==> config.mk <==
export PLATFORM = sky130hd
export DESIGN_NAME = cdiv_top
export DESIGN_NICKNAME = d
export VERILOG_FILES = /design/src/rtl/cdiv_pkg.sv /design/src/rtl/cdiv_cfg.sv /design/src/rtl/cdiv_count.sv /design/src/rtl/cdiv_halfstep.sv /design/src/rtl/cdiv_top.sv
export SDC_FILE = /design/constraint.sdc
export NUM_CORES = 1
export LEC_CHECK = 0
export BUFFER_PORTS_ARGS = -buffer_cell sky130_fd_sc_hd__buf_2
export CORE_MARGIN = 10
export CORE_UTILIZATION = 53
export DETAILED_ROUTE_END_ITERATION = 10
export HOLD_SLACK_MARGIN = 0.05
export PLACE_DENSITY = 0.72
export SYNTH_ARGS = -nofsm -noshare
export SYNTH_HDL_FRONTEND = slang
export SYNTH_SLANG_ARGS = --single-unit
==> constraint.sdc <==
create_clock -name clk_in -period 5.7 [get_ports clk_in]
set_input_delay 0.285 -clock clk_in [delete_from_list [all_inputs] [get_ports clk_in]]
set_output_delay 0.285 -clock clk_in [all_outputs]
set_load 0.02 [all_outputs]
==> src/rtl/cdiv_pkg.sv <==
package cdiv_pkg;
   localparam int CDIV_MAX_W = 16;

   typedef enum logic {
      CDIV_FULL = 1'b0,
      CDIV_HALF = 1'b1
   } cdiv_mode_e;
endpackage

==> src/rtl/cdiv_cfg.sv <==
module cdiv_cfg
   import cdiv_pkg::*;
#(
   parameter int CW      = 8,
   parameter int DEF_HI  = 2,
   parameter int DEF_LO  = 1,
   parameter bit DEF_ODD = 1'b1
) (
   input  logic          clk,
   input  logic          rst_n,
   input  logic          load,
   input  logic [CW-1:0] hi_in,
   input  logic [CW-1:0] lo_in,
   input  logic          odd_in,
   input  logic          pstart,
   output logic [CW-1:0] act_h,
   output logic [CW-1:0] act_l,
   output cdiv_mode_e    act_mode,
   output logic [CW-1:0] nxt_h,
   output logic [CW-1:0] nxt_l,
   output cdiv_mode_e    nxt_mode
);
   localparam logic [CW-1:0] ONE   = CW'(1);
   localparam logic [CW-1:0] RST_H = (DEF_HI == 0) ? ONE : CW'(DEF_HI);
   localparam logic [CW-1:0] RST_L = (DEF_LO == 0) ? ONE : CW'(DEF_LO);
   localparam cdiv_mode_e    RST_M = (DEF_ODD && RST_H > ONE) ? CDIV_HALF : CDIV_FULL;

   logic [CW-1:0] pend_h, pend_l, hi_c, lo_c;
   cdiv_mode_e    pend_mode;

   assign hi_c = (hi_in == '0) ? ONE : hi_in;
   assign lo_c = (lo_in == '0) ? ONE : lo_in;

   always_ff @(posedge clk or negedge rst_n) begin
      if (!rst_n) begin
         pend_h    <= RST_H;
         pend_l    <= RST_L;
         pend_mode <= RST_M;
      end else if (load) begin
         pend_h    <= hi_c;
         pend_l    <= lo_c;
         pend_mode <= (odd_in && hi_c > ONE) ? CDIV_HALF : CDIV_FULL;
      end
   end

   assign nxt_h    = pstart ? pend_h    : act_h;
   assign nxt_l    = pstart ? pend_l    : act_l;
   assign nxt_mode = pstart ? pend_mode : act_mode;

   always_ff @(posedge clk or negedge rst_n) begin
      if (!rst_n) begin
         act_h    <= RST_H;
         act_l    <= RST_L;
         act_mode <= RST_M;
      end else begin
         act_h    <= nxt_h;
         act_l    <= nxt_l;
         act_mode <= nxt_mode;
      end
   end

   // the running setting only moves at a period boundary
   a_r7_hold_midperiod: assert property (@(posedge clk) disable iff (!rst_n)
      !pstart |=> ($stable(act_h) && $stable(act_l) && $stable(act_mode)));

   // the running counts are never zero
   a_r4_nonzero: assert property (@(posedge clk) disable iff (!rst_n)
      (act_h != '0) && (act_l != '0));
endmodule

==> src/rtl/cdiv_count.sv <==
module cdiv_count
   import cdiv_pkg::*;
#(
   parameter int CW = 8
) (
   input  logic          clk,
   input  logic          rst_n,
   input  logic [CW-1:0] act_h,
   input  logic [CW-1:0] act_l,
   input  cdiv_mode_e    act_mode,
   input  logic [CW-1:0] nxt_h,
   input  cdiv_mode_e    nxt_mode,
   output logic          pstart,
   output logic          gate
);
   localparam int PW = CW + 1;

   logic          started;
   logic [PW-1:0] pos, npos, total;
   logic [CW-1:0] heff;
   logic          wrap;

   assign total  = PW'(act_h) + PW'(act_l);
   assign wrap   = started && (pos == total - PW'(1));
   assign pstart = !started || wrap;
   assign npos   = pstart ? '0 : pos + PW'(1);
   assign heff   = (nxt_mode == CDIV_HALF) ? nxt_h - CW'(1) : nxt_h;

   always_ff @(posedge clk or negedge rst_n) begin
      if (!rst_n) begin
         started <= 1'b0;
         pos     <= '0;
         gate    <= 1'b0;
      end else begin
         started <= 1'b1;
         pos     <= npos;
         gate    <= (npos < PW'(heff));
      end
   end

   // position stays inside the period
   a_r2_pos_range: assert property (@(posedge clk) disable iff (!rst_n)
      started |-> (pos < total));

   // every high phase begins at position zero
   a_r1_rise_at_zero: assert property (@(posedge clk) disable iff (!rst_n)
      $rose(gate) |-> (pos == '0));

   // the first edge after reset opens a high phase
   a_r1_first_high: assert property (@(posedge clk) disable iff (!rst_n)
      $rose(started) |-> gate);

   // the gate drops exactly when the high length is used up
   a_r2_fall_point: assert property (@(posedge clk) disable iff (!rst_n)
      $fell(gate) |-> (pos == PW'((act_mode == CDIV_HALF) ? act_h - CW'(1) : act_h)));
endmodule

==> src/rtl/cdiv_halfstep.sv <==
module cdiv_halfstep
   import cdiv_pkg::*;
#(
   parameter bit HALF_EN = 1'b1
) (
   input  logic       clk,
   input  logic       rst_n,
   input  logic       gate,
   input  cdiv_mode_e mode,
   output logic       clk_out
);
   generate
      if (HALF_EN) begin : g_half
         logic trail;

         always_ff @(negedge clk or negedge rst_n) begin
            if (!rst_n) trail <= 1'b0;
            else        trail <= gate;
         end

         assign clk_out = gate | ((mode == CDIV_HALF) & trail);

         // in half-step mode the output outlives the gate until the next falling edge
         a_r3_half_tail: assert property (@(negedge clk) disable iff (!rst_n)
            ((mode == CDIV_HALF) && !gate && $past(gate)) |-> clk_out);
      end else begin : g_full
         logic unused_mode;
         assign unused_mode = mode[0];
         assign clk_out = gate;
      end
   endgenerate
endmodule

==> src/rtl/cdiv_top.sv <==
module cdiv_top
   import cdiv_pkg::*;
#(
   parameter int CW      = 8,
   parameter int DEF_HI  = 2,
   parameter int DEF_LO  = 1,
   parameter bit DEF_ODD = 1'b1,
   parameter bit HALF_EN = 1'b1
) (
   input  logic          clk_in,
   input  logic          rst_n,
   input  logic [CW-1:0] hi_cnt,
   input  logic [CW-1:0] lo_cnt,
   input  logic          odd_mode,
   input  logic          load,
   output logic          clk_div
);
   generate
      if (CW < 2 || CW > CDIV_MAX_W) begin : g_bad_cw
         $error("cdiv_top: CW out of range");
      end
      if (DEF_HI < 0 || DEF_HI >= (1 << CW) || DEF_LO < 0 || DEF_LO >= (1 << CW)) begin : g_bad_def
         $error("cdiv_top: default counts do not fit CW");
      end
      if (DEF_ODD && !HALF_EN) begin : g_bad_odd
         $error("cdiv_top: half-step default needs HALF_EN");
      end
   endgenerate

   logic [CW-1:0] act_h, act_l, nxt_h, nxt_l;
   cdiv_mode_e    act_mode, nxt_mode;
   logic          pstart, gate, odd_q;

   assign odd_q = HALF_EN ? odd_mode : 1'b0;

   cdiv_cfg #(.CW(CW), .DEF_HI(DEF_HI), .DEF_LO(DEF_LO), .DEF_ODD(DEF_ODD)) u_cfg (
      .clk(clk_in), .rst_n(rst_n), .load(load),
      .hi_in(hi_cnt), .lo_in(lo_cnt), .odd_in(odd_q), .pstart(pstart),
      .act_h(act_h), .act_l(act_l), .act_mode(act_mode),
      .nxt_h(nxt_h), .nxt_l(nxt_l), .nxt_mode(nxt_mode)
   );

   cdiv_count #(.CW(CW)) u_cnt (
      .clk(clk_in), .rst_n(rst_n),
      .act_h(act_h), .act_l(act_l), .act_mode(act_mode),
      .nxt_h(nxt_h), .nxt_mode(nxt_mode),
      .pstart(pstart), .gate(gate)
   );

   cdiv_halfstep #(.HALF_EN(HALF_EN)) u_half (
      .clk(clk_in), .rst_n(rst_n), .gate(gate), .mode(act_mode), .clk_out(clk_div)
   );

   logic unused_nxt_l;
   assign unused_nxt_l = ^nxt_l;

   // output is low during reset (checked on the first sampled edge after release)
   a_r1_low_in_reset: assert property (@(posedge clk_in) $rose(rst_n) |-> !$past(clk_div));
endmodule

==> flow_summary.yaml, run 1 <==
run_status:
  status: "completed"
logic_synthesis:
  synth.distinct_cells: 44
  synth_fp_nets: 320
  synth.largest_area_cell: "sky130_fd_sc_hd__dfrtp_1"
  synth_enable_flop_cells: 0
  ys_ff_latch: 46
  sequential_to_total_area_share_from_yosys_stat_pct: 42.0
  synth_largest_type_area_fraction_pct: 35.3
  yosys_warnings: 0
  synth-async-reset-ratio_pct: 100
  cell_count_after_synthesis: 275
  synth.area.top_cells: "sky130_fd_sc_hd__dfrtp_1 35%, sky130_fd_sc_hd__ha_1 11%, sky130_fd_sc_hd__mux2_2 6.5%, sky130_fd_sc_hd__dfstp_2 5.7%, sky130_fd_sc_hd__inv_1 4.9%"
  syn_area_mm2: 0.00276
  synth_top_flop_cell: "sky130_fd_sc_hd__dfrtp_1"
  syn_area_per_cell_um2: 10.0
global_routing:
  antenna_found_initial: 0
  grt_max_degree: 46
  grt-ovfl-total: 0
  gr-usage-all-layers_pct: 12.8
  grt_pass1_vias: 1901
  grt_first_pass_wirelength_um: 9040
timing:
  min_period_over_period_pct: 86.7
  max_frequency_mhz: 202
  grt_setup_unrepaired: "no"
  period_minus_slack_ns: 4.94
  finalMaxSlewViolations: 0
  max_slew_margin_pct: 63.1
  clock_skew_ns: 0.00899
  setup_viol: 0
  fin_setup_tns_ns: 0
  worst-slew-pin-transition_ns: 0.553
  hold_violations: 0
power_and_ir_drop:
  largest_vdd_supply_drop_uv: 187
  standby_leakage_power_nw: 1.46
  power_per_cell_area_mw_per_mm2: 316
clock_tree:
  ctsRootBufferMaster: "sky130_fd_sc_hd__clkbuf_8"
  cts_resizes: 0
  cts-htree-levels: 2
  cts_num_sinks: 46
  clkSlewWorstSetupHoldPaths_ns: 0.09
  post_cts_hold_buffer_count: 0
  clk_path_buf_depth: 2
  clock_insertion_delay_worst_skew_ns: 0.30
  tritoncts_clock_tree: "done"
  cts.repair_timing.setup_buffer_count: 0
  num_cts_buffers: 5
finish:
  layout-drive-gt1-share_pct: 20.1
  utilization_pct: 59.8
  num_antenna_cells: 0
  layout-area-overhead-vs-synth_pct: 9.97
  most_frequent_cells_in_the_layout: "39 x sky130_fd_sc_hd__dfrtp_1, 36 x sky130_fd_sc_hd__inv_1, 24 x sky130_fd_sc_hd__nand2_1, 24 x sky130_fd_sc_hd__ha_1, 20 x sky130_fd_sc_hd__buf_2"
  number_of_nets_in_the_layout: 343
  mostFrequentLayoutCell: "sky130_fd_sc_hd__dfrtp_1"
detailed_routing:
  drtIter0Drc: 106
  wire_per_inst_um: 13.7
  drt_wl_total_um: 5040
  total_number_of_vias: 1886
  drt-pass1-iter-count: 4
  detail_route.drc_violations: 0
  final_antenna_net_count: 0
  vias_per_cell: 5.11
floorplan:
  floorplan.die_area_mm2: 0.00850
  std_cell_rows: 26
  dieHeight_um: 92.2
  core_area_mm2: 0.00507
  die_width_um: 92.2
  start_util_pct: 54.4
  num_io_pins: 21
setup_path:
  crit_required_ns: 5.93
  crit_path_start_kind: "flip-flop"
  worstPathArrival_ns: 5.17
  crit_path_max_fanout: 17
  cp-end-kind: "flip-flop"
  path_class: "reg -> reg"
placed_design:
  portBuffers: 20
  gp_routability_congestion: 0.874
  dp_hpwl_um: 4070
hold_path:
  min_path_type: "in -> async"
run:
  max_cap_violations: 0
-- critical path, stage by stage (launching register included) --
cell and delay, ns:
sky130_fd_sc_hd__dfstp_2 0.55, sky130_fd_sc_hd__inv_1 0.05, sky130_fd_sc_hd__ha_1 0.28, sky130_fd_sc_hd__inv_1 0.06
sky130_fd_sc_hd__ha_1 0.17, sky130_fd_sc_hd__inv_1 0.06, sky130_fd_sc_hd__fa_1 0.39, sky130_fd_sc_hd__nand2b_1 0.18
sky130_fd_sc_hd__a21oi_1 0.17, sky130_fd_sc_hd__xnor2_1 0.14, sky130_fd_sc_hd__nand4_1 0.15, sky130_fd_sc_hd__o41ai_4 0.44
sky130_fd_sc_hd__buf_4 0.30, sky130_fd_sc_hd__nand2_1 0.09, sky130_fd_sc_hd__o21a_1 0.13, sky130_fd_sc_hd__ha_1 0.22
sky130_fd_sc_hd__nor3b_1 0.14, sky130_fd_sc_hd__mux2i_1 0.21, sky130_fd_sc_hd__a21oi_1 0.09, sky130_fd_sc_hd__xnor2_1 0.18
sky130_fd_sc_hd__ha_1 0.28, sky130_fd_sc_hd__a21o_1 0.16, sky130_fd_sc_hd__a211o_1 0.28, sky130_fd_sc_hd__a41oi_1 0.16
-- stage by stage --
stage,worst slack (ns),power [mW],std cells,cell area [um^2],hold slack (ns)
2_1_floorplan,1.04,0.651,275,2760,-0.0106
3_3_place_gp,0.938,0.717,361,2920,0.422
3_5_place_dp,0.709,0.724,361,2920,0.420
4_1_cts,0.725,0.969,369,3040,0.0961
5_1_grt,0.323,1.03,369,3040,0.113
6_report,0.758,0.961,369,3040,0.0697
-- cell type report --
class                           instances  area (um^2)
Fill cell                             434         2040
Inverter                               36          135
Sequential cell                        46         1160
Timing Repair Buffer                   23          123
Multi-Input combinational cell        186         1420
Clock inverter                          3         43.8
Tap cell                               70         87.6
Clock buffer                            5         68.8
-- flip-flops by register name (all words and copies together) (netlist names) --
signal               cells
u_cfg.pend_l             8
u_cnt.pos                9
u_cfg.act_h              8
u_half.g_half.trail      1
u_cfg.act_mode           1
u_cfg.act_l              8
u_cnt.gate               1
u_cnt.started            1
u_cfg.pend_mode          1
u_cfg.pend_h             8
-- cell usage after synthesis, drive strengths merged (5+ instances only) --
| master | instances |
|---|---|
| xor2 | 14 |
| xnor2 | 15 |
| dfrtp | 39 |
| nor2 | 19 |
| nand2 | 25 |
| inv | 36 |
| dfstp | 6 |
| buf | 5 |
| ha | 24 |
| mux2 | 16 |
| o21ai | 17 |
| nand3 | 6 |
| a21oi | 9 |
-- where the power goes --
part	switching, mW	internal [mW]
Combinational	0.188	0.146
Sequential	0.0209	0.362
Clock	0.113	0.131
Total	0.322	0.639
-- metal layers --
layer	track usage (%)	part of all wire [%]
met5	0	0
met4	3.47	1.1
met3	2.44	2.1
met2	20.8	49
met1	17.0	48
-- final timing paths --
check | endpoint | slack [ns] | cells past startpoint | from
max | u_cnt.gate$_DFF_PN0_ | 0.76 | 23 | u_cfg.act_h[1]$_DFF_PN1_
min | u_cfg.pend_h[2]$_DFFE_PN0P_ | 0.07 | 2 | rst_n
max reg2reg | u_cnt.gate$_DFF_PN0_ | 0.76 | 23 | u_cfg.act_h[1]$_DFF_PN1_
min reg2reg | u_cfg.act_l[2]$_DFFE_PN0N_ | 0.48 | 2 | u_cfg.pend_l[2]$_DFFE_PN0P_
max in group asynchronous | u_half.g_half.trail$_DFF_NN0_ | 3.09 | 1 | rst_n
min in group clk_in | u_cfg.pend_mode$_DFFE_PN1P_ | 0.18 | 3 | odd_mode
-- cell families (layout without fill, tap and decap cells) --
| group | Yosys count | count (layout) | share of synthesized area, % |
|---|---|---|---|
| adders and majority gates | 25 | 25 | 11.6 |
| AOI/OAI and AO/OA | 44 | 44 | 11.5 |
| and+or+nand+nor | 67 | 67 | 11.0 |
| buffers and inverters | 43 | 67 | 6.62 |
| xor gates and xnor gates | 29 | 29 | 9.20 |
| muxes | 20 | 20 | 7.97 |
| DFF | 46 | 46 | 42.0 |
| other | 1 | 1 | 0.136 |
No activity file was read; power rests on OpenSTA's default activity.
==> run 2: changes to the inputs <==
--- a/config.mk
+++ b/config.mk
@@ -11,6 +11,7 @@
 export DETAILED_ROUTE_END_ITERATION = 10
 export HOLD_SLACK_MARGIN = 0.05
 export PLACE_DENSITY = 0.72
+export REMOVE_ABC_BUFFERS = 1
 export SYNTH_ARGS = -nofsm -noshare
 export SYNTH_HDL_FRONTEND = slang
 export SYNTH_SLANG_ARGS = --single-unit
==> run 2 against run 1 <==
Hold slack improved by 0.042 ns. Sequential share of layout area increased by 0.079 points. Cell area decreased by 0.21%. Global-route usage increased by 0.28 points. Register-to-register slack improved by 0.06 ns. Wire length increased by 2.8%. Final cell count unchanged. Die area unchanged. Non-clock buffer count unchanged. Sequential power about the same. Via count decreased by 0.80%. Worst setup slack improved by 0.063 ns. Largest cell class unchanged. Highest routed layer unchanged.
==> flow_summary.yaml, run 2 (same netlist as run 1, synthesis figures left out) <==
finish:
  number_of_nets_in_the_layout: 343
  layout-drive-gt1-share_pct: 19.4
  num_antenna_cells: 0
  layoutNonFillerInstCount: 369
  most_frequent_cells_in_the_layout: "39 x sky130_fd_sc_hd__dfrtp_1, 36 x sky130_fd_sc_hd__inv_1, 24 x sky130_fd_sc_hd__nand2_1, 24 x sky130_fd_sc_hd__ha_1, 20 x sky130_fd_sc_hd__buf_2"
  layout-area-overhead-vs-synth_pct: 9.74
  flip_flop_count_of_the_largest_register_after_layout: 9
  mostFrequentLayoutCell: "sky130_fd_sc_hd__dfrtp_1"
  utilization_pct: 59.7
  top_register: "u_cnt.pos"
timing:
  hold_violations: 0
  grt_setup_unrepaired: "no"
  min_period_over_period_pct: 85.6
  period_minus_slack_ns: 4.88
  fin_setup_tns_ns: 0
  fin_worst_hold_slack_ns: 0.112
  max_slew_margin_pct: 62.3
  finalMaxSlewViolations: 0
  clock_skew_ns: 0.0139
  max_frequency_mhz: 205
  worst-slew-pin-transition_ns: 0.565
  setup_viol: 0
global_routing:
  grt-ovfl-total: 0
  antenna_found_initial: 0
  gr-usage-all-layers_pct: 13.1
  grt_first_pass_wirelength_um: 9160
  grt_pass1_vias: 1932
  grt_max_degree: 46
floorplan:
  std_cell_rows: 26
  num_io_pins: 21
  dieHeight_um: 92.2
  start_util_pct: 54.4
  die_width_um: 92.2
  floorplan.die_area_mm2: 0.00850
  core_area_mm2: 0.00507
clock_tree:
  tritoncts_clock_tree: "done"
  clk_path_buf_depth: 2
  cts_resizes: 0
  cts_num_sinks: 46
  clock_insertion_delay_worst_skew_ns: 0.30
  cts.repair_timing.setup_buffer_count: 0
  clkSlewWorstSetupHoldPaths_ns: 0.08
  ctsRootBufferMaster: "sky130_fd_sc_hd__clkbuf_8"
  num_cts_buffers: 5
  cts-htree-levels: 2
  post_cts_hold_buffer_count: 0
detailed_routing:
  detail_route.drc_violations: 0
  drtIter0Drc: 85
  drt_wl_total_um: 5180
  final_antenna_net_count: 0
  drt-pass1-iter-count: 4
  wire_per_inst_um: 14.0
  total_number_of_vias: 1871
  vias_per_cell: 5.07
run:
  max_cap_violations: 0
setup_path:
  critPathTopFamily: "adder cells"
  cp-end-kind: "flip-flop"
  crit_required_ns: 5.92
  path_buf_inv: 4
  path_class: "reg -> reg"
  worstPathArrival_ns: 5.09
  cpMostUsedCell: "sky130_fd_sc_hd__ha_1"
  critical_path.slowest_cell: "sky130_fd_sc_hd__dfstp_2"
  crit_path_max_fanout: 12
  path_cells: "inv_1, ha_1, inv_1, ha_1, inv_1, fa_1, nand2b_1, a21oi_1, xnor2_1, nand4_1, o41ai_4, buf_4, mux2i_1, ha_1, nor3b_1, mux2i_1, a21oi_1, xnor2_1, ha_1, a21o_1, a211o_1, a41oi_1"
  crit_path_start_kind: "flip-flop"
  critPathMaxStageDelay_ns: 0.56
power_and_ir_drop:
  combPwrFrac_pct: 34.8
  total_switching_power_mw: 0.312
  share_seq_of_total_power_pct: 40.4
  largest_vdd_supply_drop_uv: 225
  power_frac_clock_pct: 24.8
  power.switching_fraction_pct: 32.8
  power_per_cell_area_mw_per_mm2: 314
  standby_leakage_power_nw: 1.45
  p_int_mw: 0.640
placed_design:
  gp_routability_congestion: 0.820
  dp_hpwl_um: 4060
  portBuffers: 20
  dpl.cell_count: 361
hold_path:
  min_path_type: "in -> async"
run_status:
  status: "completed"
run 2: final cells by class:
cell class / instances / area (um^2)
flip-flops and latches: 46 / 1160
repair buffers: 23 / 123
multi-input cells: 186 / 1420
clock buffers: 7 / 76.3
inverters: 36 / 135
fillers: 463 / 2040
clock inverters: 1 / 30.0
well taps: 70 / 87.6
run 2: stage by stage:
stage               instance area, um^2  power (mW)  setup slack (ns)
floorplan                          2710       0.646            0.0879
global placement                   2920       0.713              1.04
detailed placement                 2920       0.722             0.814
CTS                                3030       0.962             0.787
global route                       3030        1.02             0.500
finish                             3030       0.952             0.822
run 2: worst paths after layout:
path                                                  start                             to  slack [ns]  depth (start not counted)
worst max-delay path               u_cfg.act_h[1]$_DFF_PN1_           u_cnt.gate$_DFF_PN0_        0.82                         22
worst min register to register  u_cfg.pend_l[6]$_DFFE_PN0P_     u_cfg.act_l[6]$_DFFE_PN0N_        0.49                          2
min in group clk_in                                odd_mode    u_cfg.pend_mode$_DFFE_PN1P_        0.18                          3
max in group asynchronous                             rst_n  u_half.g_half.trail$_DFF_NN0_        3.05                          1
worst max register to register     u_cfg.act_h[1]$_DFF_PN1_           u_cnt.gate$_DFF_PN0_        0.82                         22
worst min-delay path                                  rst_n    u_cfg.pend_h[2]$_DFFE_PN0P_        0.11                          2
run 2: layer usage:
layer / track usage (%) / routed length (um) / vias up
li1: - / - / 974
met3: 3.26 / 186 / 6
met2: 20.4 / 2370 / 29
met4: 3.47 / 52 / 0
met5: 0 / 0 / -
met1: 17.7 / 2570 / 862
run 2: power by group through the flow:
stage                     logic [mW]  clock network (mW)  registers [mW]
after CTS                      0.334               0.242           0.385
after global placement         0.323                   0           0.390
final                          0.331               0.236           0.384
after global routing           0.378               0.256           0.389
after floorplan                0.262                   0           0.384
after detailed placement       0.331                   0           0.391
==> run 3: changes to the inputs <==
--- a/config.mk
+++ b/config.mk
@@ -10,8 +10,9 @@
 export CORE_UTILIZATION = 53
 export DETAILED_ROUTE_END_ITERATION = 10
 export HOLD_SLACK_MARGIN = 0.05
-export PLACE_DENSITY = 0.72
+export PLACE_DENSITY = 0.74
 export REMOVE_ABC_BUFFERS = 1
+export SETUP_SLACK_MARGIN = 0.3
 export SYNTH_ARGS = -nofsm -noshare
 export SYNTH_HDL_FRONTEND = slang
 export SYNTH_SLANG_ARGS = --single-unit
==> constraint.sdc (replaced) <==
create_clock -name clk_in -period 4.3 [get_ports clk_in]
set_input_delay 0.215 -clock clk_in [delete_from_list [all_inputs] [get_ports clk_in]]
set_output_delay 0.215 -clock clk_in [all_outputs]
set_load 0.02 [all_outputs]
==> run 3 against run 2 <==
The flow now finishes with violations (negative setup slack). Global-route usage up 0.97 points. Clock skew fell by 0.0042 ns. Highest routed layer unchanged. Critical path type unchanged. Critical path depth decreased by 1. Via count increased by 4.8%. Non-clock buffer count grew 15. Worst setup slack got worse by 0.97 ns.
==> flow_summary.yaml, run 3 (same netlist as run 1, synthesis figures left out) <==
finish:
  number_of_nets_in_the_layout: 358
  layoutNonFillerInstCount: 384
  top_register: "u_cnt.pos"
  num_antenna_cells: 0
  most_frequent_cells_in_the_layout: "39 x sky130_fd_sc_hd__dfrtp_1, 31 x sky130_fd_sc_hd__inv_1, 24 x sky130_fd_sc_hd__nand2_1"
  mostFrequentLayoutCell: "sky130_fd_sc_hd__dfrtp_1"
  layout.cell_area.non_filler_mm2: 0.00322
  flip_flop_count_of_the_largest_register_after_layout: 9
  layout-drive-gt1-share_pct: 28.7
  layout-area-overhead-vs-synth_pct: 16.7
placed_design:
  portBuffers: 20
  dpl.cell_count: 371
  place_area_mm2: 0.00300
  dp_hpwl_um: 4240
  gp_routability_congestion: 0.811
setup_path:
  worstPathArrival_ns: 4.62
  cp-end-kind: "flip-flop"
  crit_required_ns: 4.47
  crit_path_max_fanout: 3
  crit_path_start_kind: "flip-flop"
  path_class: "reg -> reg"
floorplan:
  dieHeight_um: 92.2
  core_area_mm2: 0.00507
  std_cell_rows: 26
  die_width_um: 92.2
  num_io_pins: 21
  start_util_pct: 54.4
  floorplan.die_area_mm2: 0.00850
clock_tree:
  cts_num_sinks: 46
  cts-htree-levels: 2
  tritoncts_clock_tree: "done"
  clkSlewWorstSetupHoldPaths_ns: 0.09
  num_cts_buffers: 5
  clock_insertion_delay_worst_skew_ns: 0.30
  ctsRootBufferMaster: "sky130_fd_sc_hd__clkbuf_8"
  clk_path_buf_depth: 2
power_and_ir_drop:
  standby_leakage_power_nw: 1.53
  power_per_cell_area_mw_per_mm2: 423
  largest_vdd_supply_drop_uv: 298
  p_total_mw: 1.36
timing:
  hold_violations: 0
  grt_setup_unrepaired: "yes"
  period_minus_slack_ns: 4.45
  clock_skew_ns: 0.00977
  post-route-worst-setup-slack_ns: -0.152
  finalMaxSlewViolations: 0
  max_frequency_mhz: 225
  worst-slew-pin-transition_ns: 0.586
  setup_viol: 1
  fin_worst_hold_slack_ns: 0.0356
  min_period_over_period_pct: 104
  max_slew_margin_pct: 60.9
run:
  max_cap_violations: 0
run_status:
  status: "complete, but fails checks"
  failing_checks: "negative setup slack"
detailed_routing:
  final_antenna_net_count: 0
  wire_per_inst_um: 15.0
  detail_route.drc_violations: 0
  vias_per_cell: 5.10
  total_number_of_vias: 1960
  drt-pass1-iter-count: 4
  drt_wl_total_um: 5760
  drtIter0Drc: 93
hold_path:
  min_path_type: "in -> async"
global_routing:
  antenna_found_initial: 0
  grt_pass1_vias: 2048
  grt-ovfl-total: 0
  grt_first_pass_wirelength_um: 9640
  grt_max_degree: 46
  gr-usage-all-layers_pct: 14.1
-- run 3: report_power, final --
group / internal [mW] / leakage [nW] / switching (mW)
clock: 0.173 / 0.0514 / 0.148
sequential: 0.480 / 0.549 / 0.0302
combinational: 0.245 / 0.927 / 0.285
total: 0.898 / 1.53 / 0.464
-- run 3: worst paths after layout --
| check | slack, ns | cells past startpoint | startpoint | to |
|---|---|---|---|---|
| max | -0.15 | 21 | u_cfg.act_h[1]$_DFF_PN1_ | u_cnt.gate$_DFF_PN0_ |
| min reg2reg | 0.48 | 2 | u_cfg.pend_l[1]$_DFFE_PN0P_ | u_cfg.act_l[1]$_DFFE_PN0N_ |
| min in group clk_in | 0.11 | 3 | odd_mode | u_cfg.pend_mode$_DFFE_PN1P_ |
| max reg2reg | -0.15 | 21 | u_cfg.act_h[1]$_DFF_PN1_ | u_cnt.gate$_DFF_PN0_ |
| min | 0.04 | 2 | rst_n | u_cnt.pos[4]$_DFF_PN0_ |
| max in group asynchronous | 2.44 | 1 | rst_n | u_half.g_half.trail$_DFF_NN0_ |
-- run 3: critical path, cell delays in order, from the launching register on --
cell                       delay (ns)
sky130_fd_sc_hd__dfstp_2         0.54
sky130_fd_sc_hd__inv_2           0.05
sky130_fd_sc_hd__ha_4            0.26
sky130_fd_sc_hd__inv_2           0.04
sky130_fd_sc_hd__ha_4            0.15
sky130_fd_sc_hd__buf_4           0.13
sky130_fd_sc_hd__a211oi_2        0.23
sky130_fd_sc_hd__o21bai_2        0.13
sky130_fd_sc_hd__o41ai_2         0.24
sky130_fd_sc_hd__xnor2_1         0.16
sky130_fd_sc_hd__o41ai_4         0.39
sky130_fd_sc_hd__mux2i_1         0.32
sky130_fd_sc_hd__ha_2            0.23
sky130_fd_sc_hd__nor3b_1         0.17
sky130_fd_sc_hd__mux2i_1         0.11
sky130_fd_sc_hd__buf_4           0.14
sky130_fd_sc_hd__buf_4           0.12
sky130_fd_sc_hd__xor2_1          0.14
sky130_fd_sc_hd__ha_1            0.29
sky130_fd_sc_hd__nand4_1         0.11
sky130_fd_sc_hd__o21ai_1         0.23
sky130_fd_sc_hd__a41oi_2         0.14
-- run 3: layout make-up --
class                      count  area, um^2
clock buffer                   6        72.6
clock inverter                 2        37.5
fill                         428        1850
inverter                      36         135
multi-input combinational    186        1500
sequential                    46        1160
tap                           70        87.6
timing repair buffer          38         235
-- run 3: per-layer routing --
layer / global-route usage (%) / wire length [um] / vias to the layer above
met2: 24.1 / 2840 / 26
met3: 2.93 / 144 / 9
met1: 16.8 / 2660 / 917
met4: 5.40 / 112 / 0
met5: 0 / 0 / -
li1: - / - / 1008
-- run 3: through the flow --
| stage | TNS (ns) | setup slack (ns) | utilization [%] |
|---|---|---|---|
| detailed placement | -0.440 | -0.440 | 59.1 |
| global route | -0.389 | -0.389 | 63.5 |
| floorplan | -1.31 | -1.31 | - |
| finish | -0.152 | -0.152 | 63.5 |
| global placement | -0.219 | -0.219 | 59.1 |
| CTS | -0.0474 | -0.0474 | 63.3 |
-- run 3: what timing repair did --
| action | CTS | global route |
|---|---|---|
| pin swaps | 18 | 1 |
| hold buffers | 0 | 0 |
| endpoints found under the setup margin | 1 | 1 |
| buffers inserted | 4 | 1 |
| resized for setup | 18 | 0 |
